[src/rtl/fes_pkg.sv]
// Package: register addresses, control bit positions and sequencer state
// shared by the flash erase sequencer modules.
package fes_pkg;
    localparam int REG_W = 32;

    typedef enum logic [2:0] {
        RA_CTRL  = 3'd0,
        RA_LOCKA = 3'd1,
        RA_LOCKB = 3'd2,
        RA_LOCKH = 3'd3,
        RA_SELL  = 3'd4,
        RA_SELH  = 3'd5,
        RA_DIRTY = 3'd6
    } reg_addr_e;

    localparam int CB_ERS  = 0;
    localparam int CB_EHV  = 1;
    localparam int CB_SHD  = 2;
    localparam int CB_DONE = 3;

    typedef enum logic {
        SQ_IDLE = 1'b0,
        SQ_RUN  = 1'b1
    } seq_state_e;
endpackage

[src/rtl/fes_regs.sv]
// Module: fes_regs
// Holds the control, lock and select registers, decodes software writes,
// and produces the launch and abort pulses with the eligible-block mask.
// Assumes: NUM_LM, NUM_HI and NT do not exceed REG_W; running comes from the sequencer.
module fes_regs
    import fes_pkg::*;
#(
    parameter int NUM_LM = 8,
    parameter int NUM_HI = 4,
    parameter int NT     = NUM_LM + NUM_HI + 1
) (
    input  logic              clk,
    input  logic              rst_n,
    input  logic              reg_wr,
    input  logic [2:0]        reg_addr,
    input  logic [REG_W-1:0]  reg_wdata,
    output logic [REG_W-1:0]  reg_rdata,
    input  logic              running,
    input  logic              done,
    input  logic [NT-1:0]     dirty,
    output logic              ers_o,
    output logic              ehv_o,
    output logic [NUM_LM-1:0] lock_lm_o,
    output logic [NUM_HI-1:0] lock_hi_o,
    output logic [NUM_LM-1:0] sel_lm_o,
    output logic [NUM_HI-1:0] sel_hi_o,
    output logic              launch_o,
    output logic [NT-1:0]     launch_mask_o,
    output logic              abort_o
);
    localparam int NB = NUM_LM + NUM_HI;

    logic              ers_q, ehv_q, shd_q;
    logic [NUM_LM-1:0] locka_q, lockb_q, sell_q;
    logic [NUM_HI-1:0] lockh_q, selh_q;
    logic              wr_ctrl;
    logic              unused_wdata;

    assign unused_wdata = ^reg_wdata;
    assign wr_ctrl      = reg_wr && (reg_addr == RA_CTRL);

    // Launch on an enable rise while erase mode is held and no run is active.
    assign launch_o = wr_ctrl && !running && ers_q && reg_wdata[CB_ERS]
                    && !ehv_q && reg_wdata[CB_EHV];
    // Abort when the enable bit is written low during a run.
    assign abort_o  = wr_ctrl && running && !reg_wdata[CB_EHV];

    // Eligible blocks: the shadow row alone, or the selected blocks that are not locked.
    always_comb begin
        if (reg_wdata[CB_SHD]) begin
            launch_mask_o = NT'(1) << NB;
        end else begin
            launch_mask_o = {1'b0, selh_q & ~lockh_q, sell_q & ~(locka_q | lockb_q)};
        end
    end

    // Control register: a run freezes everything except the enable bit.
    always_ff @(posedge clk) begin
        if (!rst_n) begin
            ers_q <= 1'b0;
            ehv_q <= 1'b0;
            shd_q <= 1'b0;
        end else if (wr_ctrl) begin
            if (running) begin
                ehv_q <= reg_wdata[CB_EHV];
            end else begin
                ers_q <= reg_wdata[CB_ERS];
                ehv_q <= reg_wdata[CB_EHV] & reg_wdata[CB_ERS] & ers_q;
                shd_q <= reg_wdata[CB_SHD];
            end
        end
    end

    // Lock registers: writable only while no run is active.
    always_ff @(posedge clk) begin
        if (!rst_n) begin
            locka_q <= '0;
            lockb_q <= '0;
            lockh_q <= '0;
        end else if (reg_wr && !running) begin
            case (reg_addr)
                RA_LOCKA: locka_q <= reg_wdata[NUM_LM-1:0];
                RA_LOCKB: lockb_q <= reg_wdata[NUM_LM-1:0];
                RA_LOCKH: lockh_q <= reg_wdata[NUM_HI-1:0];
                default:  ;
            endcase
        end
    end

    // Select registers: cleared outside erase mode, frozen during a run.
    always_ff @(posedge clk) begin
        if (!rst_n) begin
            sell_q <= '0;
            selh_q <= '0;
        end else if (!ers_q) begin
            sell_q <= '0;
            selh_q <= '0;
        end else if (reg_wr && !running) begin
            case (reg_addr)
                RA_SELL: sell_q <= reg_wdata[NUM_LM-1:0];
                RA_SELH: selh_q <= reg_wdata[NUM_HI-1:0];
                default: ;
            endcase
        end
    end

    // Read-back multiplexer.
    always_comb begin
        reg_rdata = '0;
        case (reg_addr)
            RA_CTRL: begin
                reg_rdata[CB_ERS]  = ers_q;
                reg_rdata[CB_EHV]  = ehv_q;
                reg_rdata[CB_SHD]  = shd_q;
                reg_rdata[CB_DONE] = done;
            end
            RA_LOCKA: reg_rdata = REG_W'(locka_q);
            RA_LOCKB: reg_rdata = REG_W'(lockb_q);
            RA_LOCKH: reg_rdata = REG_W'(lockh_q);
            RA_SELL:  reg_rdata = REG_W'(sell_q);
            RA_SELH:  reg_rdata = REG_W'(selh_q);
            RA_DIRTY: reg_rdata = REG_W'(dirty);
            default:  reg_rdata = '0;
        endcase
    end

    assign ers_o     = ers_q;
    assign ehv_o     = ehv_q;
    assign lock_lm_o = locka_q | lockb_q;
    assign lock_hi_o = lockh_q;
    assign sel_lm_o  = sell_q;
    assign sel_hi_o  = selh_q;
endmodule

[src/rtl/fes_seq.sv]
// Module: fes_seq
// Walks the pending-block mask from the lowest index upward, spending
// ERASE_CYC cycles per block, and reports the completion or abort of each block.
// Assumes: launch only arrives while idle; abort only arrives while running.
module fes_seq
    import fes_pkg::*;
#(
    parameter int NT        = 13,
    parameter int ERASE_CYC = 6,
    parameter int IDX_W     = 4
) (
    input  logic             clk,
    input  logic             rst_n,
    input  logic             ers_i,
    input  logic             launch_i,
    input  logic [NT-1:0]    launch_mask_i,
    input  logic             abort_i,
    output logic             running_o,
    output logic             done_o,
    output logic [IDX_W-1:0] cur_idx_o,
    output logic             erase_fire_o,
    output logic             abort_fire_o
);
    localparam int CNT_W = $clog2(ERASE_CYC + 1);
    localparam logic [CNT_W-1:0] CNT_LAST = CNT_W'(ERASE_CYC - 1);

    seq_state_e       state_q;
    logic [NT-1:0]    pend_q, cur_oh, pend_left;
    logic [CNT_W-1:0] cnt_q;
    logic [IDX_W-1:0] cur;
    logic             done_q, blk_end;

    // Lowest set bit of a mask: this sets the ascending erase order.
    function automatic logic [IDX_W-1:0] lowest_set(input logic [NT-1:0] m);
        logic [IDX_W-1:0] r;
        r = '0;
        for (int i = NT - 1; i >= 0; i--) begin
            if (m[i]) r = IDX_W'(i);
        end
        return r;
    endfunction

    // Current block, its one-hot form and the blocks still to go after it.
    always_comb begin
        cur       = lowest_set(pend_q);
        cur_oh    = NT'(1) << cur;
        pend_left = pend_q & ~cur_oh;
        blk_end   = (state_q == SQ_RUN) && (cnt_q == CNT_LAST);
    end

    // Sequencer state, pending mask, per-block counter and done flag.
    always_ff @(posedge clk) begin
        if (!rst_n) begin
            state_q <= SQ_IDLE;
            pend_q  <= '0;
            cnt_q   <= '0;
            done_q  <= 1'b0;
        end else if (state_q == SQ_IDLE) begin
            if (launch_i) begin
                if (launch_mask_i != '0) begin
                    state_q <= SQ_RUN;
                    pend_q  <= launch_mask_i;
                    cnt_q   <= '0;
                    done_q  <= 1'b0;
                end else begin
                    done_q  <= 1'b1;
                end
            end else if (!ers_i) begin
                done_q <= 1'b0;
            end
        end else begin
            if (abort_i) begin
                state_q <= SQ_IDLE;
                pend_q  <= '0;
                cnt_q   <= '0;
                done_q  <= 1'b1;
            end else if (blk_end) begin
                pend_q <= pend_left;
                cnt_q  <= '0;
                if (pend_left == '0) begin
                    state_q <= SQ_IDLE;
                    done_q  <= 1'b1;
                end
            end else begin
                cnt_q <= cnt_q + 1'b1;
            end
        end
    end

    assign running_o    = (state_q == SQ_RUN);
    assign done_o       = done_q;
    assign cur_idx_o    = cur;
    assign erase_fire_o = blk_end && !abort_i;
    assign abort_fire_o = (state_q == SQ_RUN) && abort_i;
endmodule

[src/rtl/fes_array.sv]
// Module: fes_array
// Register-file model of the flash array: one row per block plus the shadow row.
// A completed erase writes all ones; an abort writes ABORT_WORD and sets the dirty flag.
// Assumes: idx_i is below NT whenever a fire strobe is high.
module fes_array #(
    parameter int              NT         = 13,
    parameter int              WORDS      = 4,
    parameter int              DW         = 32,
    parameter int              IDX_W      = 4,
    parameter int              WA_W       = 2,
    parameter logic [DW-1:0]   ABORT_WORD = 32'hA5C3_5A3C
) (
    input  logic             clk,
    input  logic             rst_n,
    input  logic             erase_fire_i,
    input  logic             abort_fire_i,
    input  logic [IDX_W-1:0] idx_i,
    input  logic [IDX_W-1:0] rd_blk_i,
    input  logic [WA_W-1:0]  rd_word_i,
    output logic [DW-1:0]    rd_data_o,
    output logic [NT-1:0]    dirty_o
);
    logic [DW-1:0] mem_q [NT][WORDS];
    logic [NT-1:0] dirty_q;

    // Array contents: cleared on reset, filled by erase completion or abort.
    always_ff @(posedge clk) begin
        if (!rst_n) begin
            for (int b = 0; b < NT; b++) begin
                for (int w = 0; w < WORDS; w++) begin
                    mem_q[b][w] <= '0;
                end
            end
        end else if (erase_fire_i) begin
            for (int w = 0; w < WORDS; w++) begin
                mem_q[idx_i][w] <= '1;
            end
        end else if (abort_fire_i) begin
            for (int w = 0; w < WORDS; w++) begin
                mem_q[idx_i][w] <= ABORT_WORD;
            end
        end
    end

    // Dirty flags: set by an abort, cleared by a later completed erase.
    always_ff @(posedge clk) begin
        if (!rst_n) begin
            dirty_q <= '0;
        end else if (erase_fire_i) begin
            dirty_q[idx_i] <= 1'b0;
        end else if (abort_fire_i) begin
            dirty_q[idx_i] <= 1'b1;
        end
    end

    // Read port; out-of-range block indices read zero.
    always_comb begin
        if (rd_blk_i < IDX_W'(NT)) begin
            rd_data_o = mem_q[rd_blk_i][rd_word_i];
        end else begin
            rd_data_o = '0;
        end
    end

    assign dirty_o = dirty_q;
endmodule

[src/rtl/flash_erase_seq.sv]
// Module: flash_erase_seq
// Top level of the multi-block erase sequencer: register file, sequencer and array model.
// Assumes: a single clock, synchronous active-low reset, NUM_LM and NUM_HI of at most 31 in total.
module flash_erase_seq
    import fes_pkg::*;
#(
    parameter int            NUM_LM     = 8,
    parameter int            NUM_HI     = 4,
    parameter int            WORDS      = 4,
    parameter int            DW         = 32,
    parameter int            ERASE_CYC  = 6,
    parameter logic [DW-1:0] ABORT_WORD = 32'hA5C3_5A3C,
    localparam int           NB         = NUM_LM + NUM_HI,
    localparam int           NT         = NB + 1,
    localparam int           IDX_W      = $clog2(NT),
    localparam int           WA_W       = (WORDS > 1) ? $clog2(WORDS) : 1
) (
    input  logic             clk,
    input  logic             rst_n,
    input  logic             reg_wr,
    input  logic [2:0]       reg_addr,
    input  logic [REG_W-1:0] reg_wdata,
    output logic [REG_W-1:0] reg_rdata,
    input  logic [IDX_W-1:0] rd_blk,
    input  logic [WA_W-1:0]  rd_word,
    output logic [DW-1:0]    rd_data
);
    logic              running, done, ers, ehv, launch, abort;
    logic              erase_fire, abort_fire;
    logic [NT-1:0]     launch_mask, dirty;
    logic [IDX_W-1:0]  cur_idx;
    logic [NUM_LM-1:0] lock_lm, sel_lm;
    logic [NUM_HI-1:0] lock_hi, sel_hi;

    fes_regs #(
        .NUM_LM(NUM_LM), .NUM_HI(NUM_HI), .NT(NT)
    ) u_regs (
        .clk(clk), .rst_n(rst_n),
        .reg_wr(reg_wr), .reg_addr(reg_addr), .reg_wdata(reg_wdata), .reg_rdata(reg_rdata),
        .running(running), .done(done), .dirty(dirty),
        .ers_o(ers), .ehv_o(ehv),
        .lock_lm_o(lock_lm), .lock_hi_o(lock_hi), .sel_lm_o(sel_lm), .sel_hi_o(sel_hi),
        .launch_o(launch), .launch_mask_o(launch_mask), .abort_o(abort)
    );

    fes_seq #(
        .NT(NT), .ERASE_CYC(ERASE_CYC), .IDX_W(IDX_W)
    ) u_seq (
        .clk(clk), .rst_n(rst_n),
        .ers_i(ers), .launch_i(launch), .launch_mask_i(launch_mask), .abort_i(abort),
        .running_o(running), .done_o(done), .cur_idx_o(cur_idx),
        .erase_fire_o(erase_fire), .abort_fire_o(abort_fire)
    );

    fes_array #(
        .NT(NT), .WORDS(WORDS), .DW(DW), .IDX_W(IDX_W), .WA_W(WA_W), .ABORT_WORD(ABORT_WORD)
    ) u_array (
        .clk(clk), .rst_n(rst_n),
        .erase_fire_i(erase_fire), .abort_fire_i(abort_fire), .idx_i(cur_idx),
        .rd_blk_i(rd_blk), .rd_word_i(rd_word), .rd_data_o(rd_data), .dirty_o(dirty)
    );
endmodule

[config.mk]
export PLATFORM = sky130hd
export DESIGN_NAME = flash_erase_seq
export DESIGN_NICKNAME = d
export VERILOG_FILES = /design/src/rtl/fes_pkg.sv /design/src/rtl/fes_regs.sv /design/src/rtl/fes_seq.sv /design/src/rtl/fes_array.sv /design/src/rtl/flash_erase_seq.sv
export SDC_FILE = /design/constraint.sdc
export NUM_CORES = 1
export LEC_CHECK = 0
export BUFFER_PORTS_ARGS = -buffer_cell sky130_fd_sc_hd__buf_2
export CORE_AREA = 4 4 107 109
export CTS_CLUSTER_DIAMETER = 200
export DETAILED_ROUTE_END_ITERATION = 6
export DIE_AREA = 0 0 111 113
export PLACE_DENSITY = 0.78
export SLEW_MARGIN = 20
export SYNTH_ARGS = -nofsm -noshare
export SYNTH_HDL_FRONTEND = slang
export SYNTH_SLANG_ARGS = --single-unit
[constraint.sdc]
create_clock -name clk -period 3.1 [get_ports clk]
set_clock_uncertainty 0.2 [all_clocks]
set_input_delay 0.62 -clock clk [delete_from_list [all_inputs] [get_ports clk]]
set_output_delay 0.62 -clock clk [all_outputs]
set_load 0.01 [all_outputs]
==> results.md, run 1 <==
- Avg Vias per Cell: 5.71
- Area leader, netlist: dfxtp_1
- TNS Setup: 0 ps
- # hold bufs at CTS: 0
- Critical path's slowest cell: mux4_2
- CTS H-Tree Depth: 3
- Worst R2R Start: u_seq.pend_q[4]
- Leak: 2.19 nW
- Multi-input logic area: 2730 sq um
- Initial Utilization: 0.488
- Vias in the first global route: 4041
- Synthesized flop and latch total: 92
- Setup violators final: 0
- Inserted Clock Buffers: 9
- Min Tclk post-route: 2960 ps
- Fillcell total: 972
- Commonest non-fill, non-tap cell in the layout: dfxtp_1
- Layout cells sized above 1: 0.210
- Fin. Hold Viols: 0
- Clock Latency Late Sink: 360 ps
- Yosys top cell area share: 0.306
- Pwr Density: 390 nW/um^2
- Post-synthesis compound-gate area fraction: 0.155
- GR Overflow Total: 0
- CTS clk-pin slew, worst paths: 90 ps
- WP data arrival: 2140 ps
- Residual DRC count: 0
- Site Rows: 38
- CTS root buf: clkbuf_8
- Asr flop ratio synth: 0
- Worst-path cell chain: clkbuf_4, mux4_2, mux4_2, buf_2
- Worst-case clock buffer depth: 2
- Full die area: 12500 sq um
- Fin nets: 646
- Area growth from synthesis to layout: 7.33%
- Yosys warns: 0
- Max Cap Viol: 0
- Register area: 1970 sq um
- Measured slew at the worst slew-check pin: 728 ps
- Multiplexer area fraction after synthesis: 0.116
- Core box area: 10600 sq um
- Top-level I/O count: 108
- Die Y: 113 microns
- DP HPWL: 9650 microns
- Mapped Cells: 577
- Worst Path Required: 2280 ps
- Critical Path Sink Type: primary output
- Fmax: 337 MHz
- Mapped Avg Cell Area: 8.96 sq um
- Cells after DPL: 728
- Ys flop type: dfxtp_1
- Startpoint Class: primary input
- Routed wire length: 13000 microns
- Post-synthesis sequential area ratio: 0.381
- Crit path max fanout: 9
- RSZ-0062 raised after global routing: no
- Post-Synth Simple-Gate Area: 0.233
- Number of synthesized flops with an enable pin: 13
- CTS tree: done
- Post CTS Setup Buffer Count: 0
- 1st-iter DRT viols: 333
- First-pass GRT wire length: 21000 microns
- # diodes: 0
- GP Congestion: 0.852
- Leading cell types in the layout, fill and taps excluded: dfxtp_1 (79), buf_2 (61), nor2_1 (50)
- Die extent in x: 111 microns
- Vias: 4251
- Antenna-violating nets left: 0
- Distinct cells, synth: 67
- Clock Sinks: 92
- Largest family of logic cells by synthesized area: simple AND/OR/NAND/NOR gates
- Status: finished, final reports clean
- Synth Area in Adders: 0.00484
- First-pass iteration count of the detailed router: 5
- Pin count of the biggest net entering global routing: 46
- Min Hold Slack: 258 ps
- I/O Buffers: 62
- Antenna violations before repair: 0
- Worst rel slew slack: 0.512
- Max stage delay on crit path: 570 ps
- Max VDD drop: 0.300 mV
- Final Cycle Share: 0.956
- Final WS setup: 136 ps
- GRT Overall Usage: 0.206
- Area contributors post-synth: dfxtp_1 (31%), edfxtp_1 (7.5%), buf_4 (7.1%)
- CP dominant cell by count: mux4_2
- DP Worst Slack: 39.0 ps
- Worst Setup SP: rd_blk[0]
- Area of the mapped netlist: 5170 sq um
- Synth Area in XOR/XNOR: 0
- Post-route insts no fill: 745
- Worst Hold Class: reg2reg
- Crit Path Category: in2out
- Final Max Tran Viols: 0
- Post-DR wirelength/cell: 17.4 microns
[worst max-delay path: cells and delay by family]
kind,cells,cell delay [ps]
buf+inv,2,390
mux,2,1130
[where the power goes]
group          internal [mW]  switching, mW
registers               1.22        0.00699
clock network          0.304          0.450
logic                 0.0740          0.115
[per-layer routing]
metal | global-route usage | vias to the layer above | routed length (microns)
met5 | 0 | - | 0
met4 | 0.0780 | 0 | 291
met3 | 0.0342 | 20 | 908
met2 | 0.347 | 178 | 6140
met1 | 0.267 | 2020 | 5610
li1 | - | 2033 | -
[cell usage after synthesis, drive strengths merged (6+ instances only)]
cell type	count
a21boi	26
a21oi	10
a22oi	9
and3	7
buf	56
clkbuf	31
dfxtp	79
edfxtp	13
inv	13
mux2i	34
mux4	9
nand2	48
nand2b	6
nand3	16
nor2	52
nor2b	36
nor3b	13
o21a	9
o21ai	26
o22ai	13
[worst paths after layout]
check	endpoint	cells after the start	slack, ps
min	register	2	260
max reg2reg	u_seq.done_o	9	430
min reg2reg	register	2	260
max	rd_data[28]	4	140
[timing repair]
item,4_1_cts,5_1_grt
resized for setup,0,2
hold endpoints to repair,0,0
setup endpoints to repair,0,32
[logic make-up (layout without fill, tap and decap cells)]
family,count (synthesis),in the layout
fa+ha+maj,2,2
compound gates,116,116
other cells,1,19
mux,48,49
simple gates,218,218
buf+inv,100,109
flops,92,92
[cell type report]
class,instances,share of cell area
Tap cell,140,0.0316
Timing Repair Buffer,80,0.0807
Sequential cell,92,0.355
Clock buffer,9,0.0223
Inverter,13,0.00879
Multi-Input combinational cell,404,0.491
Clock inverter,7,0.0106
[stage by stage]
stage                util  cell area, sq um  power, mW
finish              0.524              5550       2.17
global route        0.524              5550       2.26
CTS                 0.521              5530       2.17
detailed placement  0.504              5340       1.44
global placement    0.504              5340       1.43
floorplan               -              5240       1.41
No activity file was read; power rests on OpenSTA's default activity.
==> inputs of run 2 (changes only) <==
Settings changed: CORE_AREA 4 4 107 109 to 4 4 119 121, DIE_AREA 0 0 111 113 to 0 0 123 125, PLACE_DENSITY 0.78 to 0.65, RECOVER_POWER set to 50, SKIP_LAST_GASP set to 1.
==> run 2 against run 1 <==
- die area increased by 23%
- via count increased by 0.75%
- sequential power about the same
- register-to-register slack gained 40 ps
- sequential share of layout area down 1.2 points
- combinational power about the same
- critical path depth is the same
- first-iteration DRC count shrank 26%
- utilization is 8.5 points lower
- cell count grew 5.5%
- clock power rose by 55%
- fmax fell by 0.49%
- critical path type unchanged
- critical endpoint is now rd_data[25]
==> results.md, run 2 (synthesis results as in run 1) <==
- Max stage delay on crit path: 570 ps (about the same)
- Status: finished, final reports clean
- # diodes: 0 (unchanged)
- Leak: 2.25 nW (+2.8%)
- Min Tclk post-route: 2980 ps (+14.6 ps)
- Worst rel slew slack: 0.0577 (-0.454)
- Critical path's slowest cell: mux4_2
- Die extent in x: 123 microns (+11%)
- Full die area: 15400 sq um (+23%)
- Clock Latency Late Sink: 350 ps (about the same)
- I/O Buffers: 62 (unchanged)
- Max Cap Viol: 0 (unchanged)
- Measured slew at the worst slew-check pin: 1410 ps (+685 ps)
- Switching share of power: 0.226 (-0.0375)
- Multi-input logic area: 2720 sq um (-0.23%)
- R2R setup slack: 470 ps (+40 ps)
- GR Overflow Total: 0 (unchanged)
- Top-level I/O count: 108 (unchanged)
- First-pass iteration count of the detailed router: 5 (unchanged)
- Min Hold Slack: 250 ps (-8.10 ps)
- Fin nets: 651 (+0.77%)
- Clk pwr share: 0.453 (+0.105)
- Die Y: 125 microns (+11%)
- WP data arrival: 2160 ps (+20 ps)
- CTS clk-pin slew, worst paths: 60 ps (-30 ps)
- Clock Sinks: 92 (unchanged)
- Crit path to: rd_data[25]
- Final Max Tran Viols: 0 (unchanged)
- Routed wire length: 13500 microns (+4.2%)
- Fillcell total: 1293 (+33%)
- Fin. Hold Viols: 0 (unchanged)
- Crit Path Category: in2out
- Final Cycle Share: 0.961 (+0.00473)
- Residual DRC count: 0 (unchanged)
- Pwr Density: 451 nW/um^2 (+15%)
- Worst-case clock buffer depth: 2 (unchanged)
- Worst R2R Start: u_seq.pend_q[3]
- Internal power: 2.00 mW (+26%)
- Crit path max fanout: 9 (unchanged)
- 1st-iter DRT viols: 247 (-26%)
- Worst Path Required: 2280 ps (about the same)
- Critical Path Sink Type: primary output
- Site Rows: 42 (+11%)
- Vias: 4283 (+0.75%)
- CP dominant cell by count: mux4_2
- Fmax: 336 MHz (-0.49%)
- First-pass GRT wire length: 21000 microns (about the same)
- Post CTS Setup Buffer Count: 0 (unchanged)
- Worst Setup SP: rd_blk[0]
- GP Congestion: 0.865 (+1.5%)
- RR Endpoint: u_seq.done_o
- Worst-case reg-to-reg path depth: 8 (-1)
- Core box area: 13100 sq um (+23%)
- Commonest non-fill, non-tap cell in the layout: dfxtp_1
- Leading cell types in the layout, fill and taps excluded: dfxtp_1 (79), buf_2 (59), nor2_1 (50)
- TNS Setup: 0 ps (unchanged)
- DP HPWL: 9880 microns (+2.4%)
- CTS H-Tree Depth: 3 (unchanged)
- CTS root buf: clkbuf_16
- Register area: 1970 sq um (unchanged)
- Setup violators final: 0 (unchanged)
- GRT Overall Usage: 0.172 (-0.0340)
- Inserted Clock Buffers: 9 (unchanged)
- Pin count of the biggest net entering global routing: 36 (-22%)
- Antenna-violating nets left: 0 (unchanged)
- Max VDD drop: 0.340 mV (+13%)
- Initial Utilization: 0.395 (-0.0925)
- Layout cells sized above 1: 0.202 (-0.00828)
- Area growth from synthesis to layout: 11.0%
- Worst-path cell chain: clkbuf_4, mux4_2, mux4_2, buf_2
- Vias in the first global route: 3995 (-1.1%)
- Antenna violations before repair: 0 (unchanged)
- RSZ-0062 raised after global routing: no
- # hold bufs at CTS: 0 (unchanged)
- Seq pwr share: 0.474 (-0.091)
- Avg Vias per Cell: 5.45 (-4.5%)
- CTS tree: done
- Post-DR wirelength/cell: 17.2 microns (-1.2%)
- Startpoint Class: primary input
- Worst Hold Class: reg2reg
- Comb pwr share: 0.073 (-0.014)
- Psw: 0.585 mW (+2.5%)
==> run 2: changes by cell type in the layout (fill, tap and decap cells not counted), sizes merged <==
| cell | delta |
|---|---|
| buf | -2 |
| bufinv | +2 |
| clkinvlp | -1 |
| clkinv | -1 |
| clkbuf | +9 |
| inv | -2 |
==> run 2: critical path: cells and delay by family <==
family | cells | cell delay (ps)
buffers and inverters | 2 | 390
multiplexers | 2 | 1140
==> run 2: metal layers <==
metal | share of wire | track usage | vias to the layer above | routed length, microns
li1 | - | - | 2046 | -
met1 | 0.45 | 0.228 | 2065 | 6090
met2 | 0.47 | 0.282 | 143 | 6340
met3 | 0.057 | 0.0276 | 29 | 763
met4 | 0.022 | 0.0619 | 0 | 297
met5 | 0 | 0 | - | 0
==> run 2: final cells by class <==
type                       instances  area share
inverter                          13     0.00850
clock inverter                     5      0.0146
clock buffer                      11      0.0405
timing repair buffer              85      0.0811
multi-input combinational        404       0.474
tap                              176      0.0384
sequential                        92       0.343
==> run 2: repair_timing <==
| item | 4_1_cts | 5_1_grt |
|---|---|---|
| hold endpoints to repair | 0 | 0 |
| setup endpoints to repair | 0 | 32 |
| gates resized for setup | 0 | 2 |
==> run 2: worst min-delay path by stage <==
stage                  start       end  slack [ps]  depth (start not counted)
global route        register  register         270                          2
detailed placement  register  register         240                          2
finish              register  register         250                          2
floorplan           register  register         220                          2
global placement    register  register         240                          2
CTS                 register  register         250                          2
==> run 2: power groups by stage <==
stage                     clock (mW)  combinational (mW)  sequential, mW
after floorplan                    0               0.164            1.25
after global placement             0               0.182            1.25
after detailed placement           0               0.184            1.25
after CTS                       1.18               0.185            1.23
after global routing            1.23               0.206            1.23
final                           1.17               0.190            1.23
==> run 2: through the flow <==
stage / std cells / total power, mW / worst slack [ps] / instance area (sq um) / util
3_3_place_gp: 769 / 1.43 / 66.0 / 5430 / 0.415
5_1_grt: 786 / 2.67 / 48.9 / 5740 / 0.439
3_5_place_dp: 769 / 1.44 / 43.0 / 5430 / 0.415
4_1_cts: 785 / 2.60 / 41.8 / 5740 / 0.439
2_1_floorplan: 595 / 1.41 / 74.5 / 5240 / -
6_report: 786 / 2.59 / 121 / 5740 / 0.439
